[src/rtl/i2c_fifo_tx.sv]
module i2c_fifo_tx #(
  parameter int DIV   = 8,
  parameter int DEPTH = 8
) (
  input  logic                       clk,
  input  logic                       rst_n,
  input  logic                       wr_en,
  input  logic [7:0]                 wr_data,
  input  logic                       start,
  input  logic                       restart_req,
  input  logic                       stop_req,
  input  logic                       sda_i,
  input  logic                       scl_i,
  output logic                       sda_oe,
  output logic                       scl_oe,
  output logic                       fifo_full,
  output logic [$clog2(DEPTH+1)-1:0] fifo_level,
  output logic                       busy,
  output logic                       addr_ack,
  output logic                       done,
  output logic                       nack_err,
  output logic                       fifo_ovf
);
  localparam int CW = (DIV > 1) ? $clog2(DIV) : 1;
  localparam int AW = (DEPTH > 1) ? $clog2(DEPTH) : 1;
  localparam int LW = $clog2(DEPTH + 1);

  typedef enum logic [3:0] {
    S_IDLE, S_START, S_FETCH, S_BLO, S_BHI, S_ALO, S_AHI,
    S_PLO, S_PHI, S_PEND, S_RLO, S_RHI
  } st_t;

  st_t           state;
  logic [CW-1:0] cnt;
  logic [7:0]    sh;
  logic [2:0]    bitn;
  logic          is_addr, rq_rs, rq_sp, sda_q, sda_want;
  logic [7:0]    mem [DEPTH];
  logic [AW-1:0] wp, rp;
  logic [LW-1:0] lvl;
  logic          empty, pop, flush, push, timed, go, tick, adv;

  function automatic logic [AW-1:0] nxt(input logic [AW-1:0] p);
    return (p == AW'(DEPTH - 1)) ? '0 : p + 1'b1;
  endfunction

  assign empty      = (lvl == '0);
  assign fifo_full  = (lvl == LW'(DEPTH));
  assign fifo_level = lvl;
  assign busy       = (state != S_IDLE);
  assign timed      = (state != S_IDLE) && (state != S_FETCH);
  assign go         = scl_oe || scl_i;
  assign tick       = (cnt == CW'(DIV - 1));
  assign adv        = tick && go;
  assign pop        = (state == S_FETCH) && !empty;
  assign flush      = (state == S_AHI) && adv && sda_i;
  assign push       = wr_en && !fifo_full && !flush;
  assign sda_oe     = sda_q;

  always_comb begin
    case (state)
      S_FETCH, S_BLO, S_ALO, S_PLO, S_RLO: scl_oe = 1'b1;
      default:                             scl_oe = 1'b0;
    endcase
  end

  always_comb begin
    case (state)
      S_START, S_FETCH, S_PLO, S_PHI: sda_want = 1'b1;
      S_BLO, S_BHI:                   sda_want = ~sh[7];
      default:                        sda_want = 1'b0;
    endcase
  end

  always_ff @(posedge clk) begin
    if (push) mem[wp] <= wr_data;
  end

  always_ff @(posedge clk or negedge rst_n) begin
    if (!rst_n) begin
      wp       <= '0;
      rp       <= '0;
      lvl      <= '0;
      fifo_ovf <= 1'b0;
    end else begin
      fifo_ovf <= wr_en && fifo_full;
      if (flush) begin
        wp  <= '0;
        rp  <= '0;
        lvl <= '0;
      end else begin
        if (push) wp <= nxt(wp);
        if (pop)  rp <= nxt(rp);
        lvl <= lvl + LW'(push) - LW'(pop);
      end
    end
  end

  always_ff @(posedge clk or negedge rst_n) begin
    if (!rst_n) begin
      state    <= S_IDLE;
      cnt      <= '0;
      sh       <= '0;
      bitn     <= '0;
      is_addr  <= 1'b0;
      rq_rs    <= 1'b0;
      rq_sp    <= 1'b0;
      sda_q    <= 1'b0;
      addr_ack <= 1'b0;
      done     <= 1'b0;
      nack_err <= 1'b0;
    end else begin
      addr_ack <= 1'b0;
      done     <= 1'b0;
      nack_err <= 1'b0;
      sda_q    <= sda_want;
      if (!timed)   cnt <= '0;
      else if (go)  cnt <= tick ? '0 : cnt + 1'b1;
      if (busy) begin
        if (restart_req) rq_rs <= 1'b1;
        if (stop_req)    rq_sp <= 1'b1;
      end
      case (state)
        S_IDLE: if (start) begin
          state   <= S_START;
          is_addr <= 1'b1;
        end
        S_START: if (adv) state <= S_FETCH;
        S_FETCH: begin
          if (!empty) begin
            sh    <= mem[rp];
            bitn  <= '0;
            state <= S_BLO;
          end else if (rq_sp) begin
            done  <= 1'b1;
            rq_sp <= 1'b0;
            rq_rs <= 1'b0;
            state <= S_PLO;
          end else if (rq_rs) begin
            done  <= 1'b1;
            rq_rs <= 1'b0;
            state <= S_RLO;
          end
        end
        S_BLO: if (adv) state <= S_BHI;
        S_BHI: if (adv) begin
          if (bitn == 3'd7) state <= S_ALO;
          else begin
            bitn  <= bitn + 1'b1;
            sh    <= {sh[6:0], 1'b0};
            state <= S_BLO;
          end
        end
        S_ALO: if (adv) state <= S_AHI;
        S_AHI: if (adv) begin
          if (sda_i) begin
            nack_err <= 1'b1;
            rq_rs    <= 1'b0;
            rq_sp    <= 1'b0;
            state    <= S_PLO;
          end else begin
            addr_ack <= is_addr;
            state    <= S_FETCH;
          end
          is_addr <= 1'b0;
        end
        S_PLO: if (adv) state <= S_PHI;
        S_PHI: if (adv) state <= S_PEND;
        S_PEND: if (adv) state <= S_IDLE;
        S_RLO: if (adv) state <= S_RHI;
        S_RHI: if (adv) begin
          state   <= S_START;
          is_addr <= 1'b1;
        end
        default: state <= S_IDLE;
      endcase
    end
  end

  assert_level_bound_R1: assert property (@(posedge clk) disable iff (!rst_n)
    lvl <= LW'(DEPTH));

  assert_full_drop_R2: assert property (@(posedge clk) disable iff (!rst_n)
    (wr_en && fifo_full && !pop && !flush) |=> (fifo_ovf && lvl == $past(lvl)));

  assert_sda_quiet_R4: assert property (@(posedge clk) disable iff (!rst_n)
    (!scl_oe && !$past(scl_oe) && sda_oe != $past(sda_oe))
      |-> ($past(state) == S_START || $past(state) == S_PEND));

  assert_park_hold_R6: assert property (@(posedge clk) disable iff (!rst_n)
    (state == S_FETCH && empty && !rq_rs && !rq_sp) |=> scl_oe);

  assert_done_drained_R8: assert property (@(posedge clk) disable iff (!rst_n)
    done |-> ($past(lvl) == '0 && !nack_err));

  assert_nack_flush_R11: assert property (@(posedge clk) disable iff (!rst_n)
    nack_err |-> (lvl == '0 && !rq_rs && !rq_sp && !done));
endmodule

[config.mk]
export PLATFORM = sky130hd
export DESIGN_NAME = i2c_fifo_tx
export DESIGN_NICKNAME = d
export VERILOG_FILES = /design/src/rtl/i2c_fifo_tx.sv
export SDC_FILE = /design/constraint.sdc
export NUM_CORES = 1
export LEC_CHECK = 0
export CORE_MARGIN = 5
export CORE_UTILIZATION = 50
export DETAILED_ROUTE_END_ITERATION = 10
export MAX_ROUTING_LAYER = met4
export PLACE_DENSITY = 0.69
export SETUP_SLACK_MARGIN = 0.4
export SYNTH_ARGS = -nofsm -noshare
export SYNTH_HDL_FRONTEND = slang
export SYNTH_SLANG_ARGS = --single-unit
[constraint.sdc]
create_clock -name clk -period 7.4 [get_ports clk]
set_input_delay 1.85 -clock clk [delete_from_list [all_inputs] [get_ports clk]]
set_output_delay 1.85 -clock clk [all_outputs]
set_load 0.02 [all_outputs]
==> metrics.md <==
| Metric | Value |
|---|---|
| Hold Fails Final Rpt | 0 |
| Filler Cell Count | between 700 and 800 |
| Proportion of synthesized flip-flops having asynchronous set or reset | between 30% and 40% |
| Net Count, Synth | 360 |
| Port-buffer cells | 27 |
| Growth of design area from synthesis to finish | 11.61% |
| Critical Path End Type | output pin |
| Category of the worst setup path launch point | flop |
| Final HPWL from detailed placement | 5340 um |
| Reg clk slew, reported paths | roughly 0.09 ns |
| Cell-by-cell trace of the critical path | nor2_1, nand3_1, clkdlybuf4s50_1 |
| Arrival time reported for the critical path endpoint | around 2.1 ns |
| PD cells | approximately 380 mW/mm^2 |
| Number of levels the H-tree was split into | 3 |
| Seq cells post-synth | 100 |
| Residual overflow from global routing | 0 |
| Number of pins exceeding their max-slew limit in the final report | 0 |
| Boundary Pins | 28 |
| Aggregate global-route resource usage | about 15% |
| Maximum achievable frequency | ~0.26 GHz |
| Leakage dissipation | 1.929 nW |
| CTS tree | built |
| Sequential share of the synthesized area | between 60% and 70% |
| Number of buffers added by the clock tree synthesis step | 9 |
| Outcome | finished clean |
| Placeable Area | just under 0.009 mm^2 |
| Via count | roughly 2,600 |
| Number of buffers added to fix hold violations after cts | 0 |
| Max Buffers Root-to-Sink | 2 |
| Starting utilization of the core area | about half |
| Largest clock skew in the final design | about 0.0089 ns |
| Fraction of layout cells with a size suffix above 1 | between 10% and 20% |
| Maximum vdd drop | roughly 0.17 mV |
| Slowest stage delay, CP | 0.72 ns |
| Critical Path Slowest Stage Cell | dfrtp_1 |
| Placement-stage cell area | between 0.004 and 0.005 mm^2 |
| Number of diodes | 0 |
| Final setup violating endpoints | 0 |
| Placer's final routability congestion estimate | 0.9539 |
| Post-route worst hold slack | just under 0.5 ns |
| Max-capacitance violation count | 0 |
| Initial DRC count | just over 100 |
| Vias/cell | approximately 5.6 |
| Number of global-route vias before repair | 2,580 |
| Netlist area before placement | 0.004503 mm^2 |
| Clock latency on the worst-skew pair | approximately 0.36 ns |
| Number of sinks handled by clock tree synthesis | 100 |
| Routed wire length | approximately 7700 um |
| Die area | about 0.011 mm^2 |
| Number of antenna violations at the first check in global routing | 0 |
| Total number of yosys warnings | 0 |
| Transition time at the pin with the least slew margin | ~1.1 ns |
| Min-Delay Path Class | reg2reg |
| Y dimension of the die | roughly 100 um |
| Number of nets still failing antenna checks after routing | 0 |
| Number of enable flip-flop cells after synthesis | 64 |
| Die boundary width | about 100 um |
| Synth cell count leaders | 64 x edfxtp_1, 36 x dfrtp_1, 36 x nand2_1, 22 x nor2_1, 20 x o21ai_0 |
| Setup repair after global routing missed its margin | no |
| Largest net degree at the start of global routing | 37 |
| Clock root buffer | clkbuf_8 |
| First-pass GRT wire length | about 13,000 um |
| Minimum period implied by the final worst setup slack | around 3.9 ns |
| Most area-consuming cells after synthesis | edfxtp_1 43%, dfrtp_1 20%, mux4_2 8.0% |
| Required time reported for the critical path endpoint | around 5.6 ns |
| Unique cell type count in the Yosys netlist | around 50 |
| Post-CTS setup buffer count | 0 |
| Total of cells resized after clock tree synthesis | 0 |
| Mean routed wirelength per cell | about 17 um |
| Part of the cycle the worst path needs | between 50 and 60% |
| Worst Setup Path Type | reg2out |
| Area leader, netlist | edfxtp_1 |
| Number of cells produced by synthesis | between 300 and 400 |
| Number of nets at the end of the flow | slightly below 400 |
| Row count | 34 |
| Area fraction of the dominant cell type after synthesis | between 40% and 50% |
| Detailed-routing iteration count for the pre-antenna-repair pass | 4 |
| Most used DFF post-synth | edfxtp_1 |
| Finished Cell Area | between 0.005 and 0.006 mm^2 |
| Mapped Avg Cell Area | roughly 14 um^2 |
| Tightest slew margin relative to the limit | between 20% and 30% |
| TNS Setup | 0 ns |
| Most common cell in the netlist | edfxtp_1 |
| Number of remaining DRC errors | 0 |
| Critical path peak fanout | 21 |
[worst max-delay path: cells and delay by family (launching register included)]
family / cells / cell delay (ns)
DFF: 1 / 0.72
and+or+nand+nor: 2 / 0.35
buffers and inverters: 1 / 0.64
[where the power goes]
group	leakage [nW]	total (W)	switching [W]	internal (W)
Combinational	0.811	0.000705	0.000351	0.000354
Sequential	1.03	0.000890	0.000158	0.000732
Clock	0.0927	0.000320	0.000191	0.000129
[final timing paths]
check,start,endpoint,slack (ns),cells past startpoint
min,is_addr,is_addr,0.49,2
max,state[2],busy,3.48,3
max reg2reg,cnt[0],fifo_level[1],4.69,12
max in group asynchronous,rst_n,sh[4],5.32,1
min reg2reg,is_addr,is_addr,0.49,2
min in group asynchronous,rst_n,is_addr,1.57,1
[layout make-up]
cell class / instances / area (um^2) / area share, %
Tap cell: 108 / 135.1 / 2.689
Sequential cell: 100 / 2823 / 56.16
Inverter: 15 / 56.30 / 1.120
Timing Repair Buffer: 30 / 287.8 / 5.726
Clock inverter: 6 / 52.55 / 1.046
Clock buffer: 10 / 127.6 / 2.539
Multi-Input combinational cell: 198 / 1544 / 30.72
[stage by stage]
stage	total power [W]	setup WS, ns	util [%]	instances
global route	0.002073	3.323	57.35	467
CTS	0.001942	3.467	57.35	467
floorplan	0.001428	3.828	-	329
global placement	0.001599	3.179	55.30	451
detailed placement	0.001621	3.147	55.30	451
finish	0.001916	3.482	57.35	467
[state kept, by name (all words and copies together) (netlist names)]
register and count:
done 1, fifo_ovf 1, rq_rs 1, addr_ack 1, fifo_level 4, sh 8, bitn 3, rp 3
nack_err 1, state 4, sda_oe 1, mem 64, wp 3, is_addr 1, rq_sp 1, cnt 3
[logic make-up (layout without fill, tap and decap cells)]
family | Yosys count | in the layout | synth area share, %
buf+inv | 31 | 61 | 3.167
simple gates | 96 | 96 | 10.14
xor+xnor | 2 | 2 | 0.3891
flops | 100 | 100 | 62.68
compound gates | 56 | 56 | 8.336
mux | 29 | 29 | 10.95
fa+ha+maj | 15 | 15 | 4.335
[cell usage in the layout, fill, tap and decap left out, types with 7 or more instances in the layout]
master	Yosys	routed
dfrtp_1	36	36
nor2_1	22	22
clkdlybuf4s50_1	0	26
mux4_2	16	16
clkbuf_8	0	9
mux2i_1	11	11
o21ai_0	20	20
ha_1	14	14
inv_1	15	15
nand2_1	36	36
edfxtp_1	64	64
nand2b_1	7	7
a21oi_1	15	15
[per-layer routing]
layer  wire length, um  GRT usage, %
met5                 0             -
met4               105         4.292
met3               401         4.439
met2              3917         24.19
met1              3310         19.11
No activity file was read; power rests on OpenSTA's default activity.
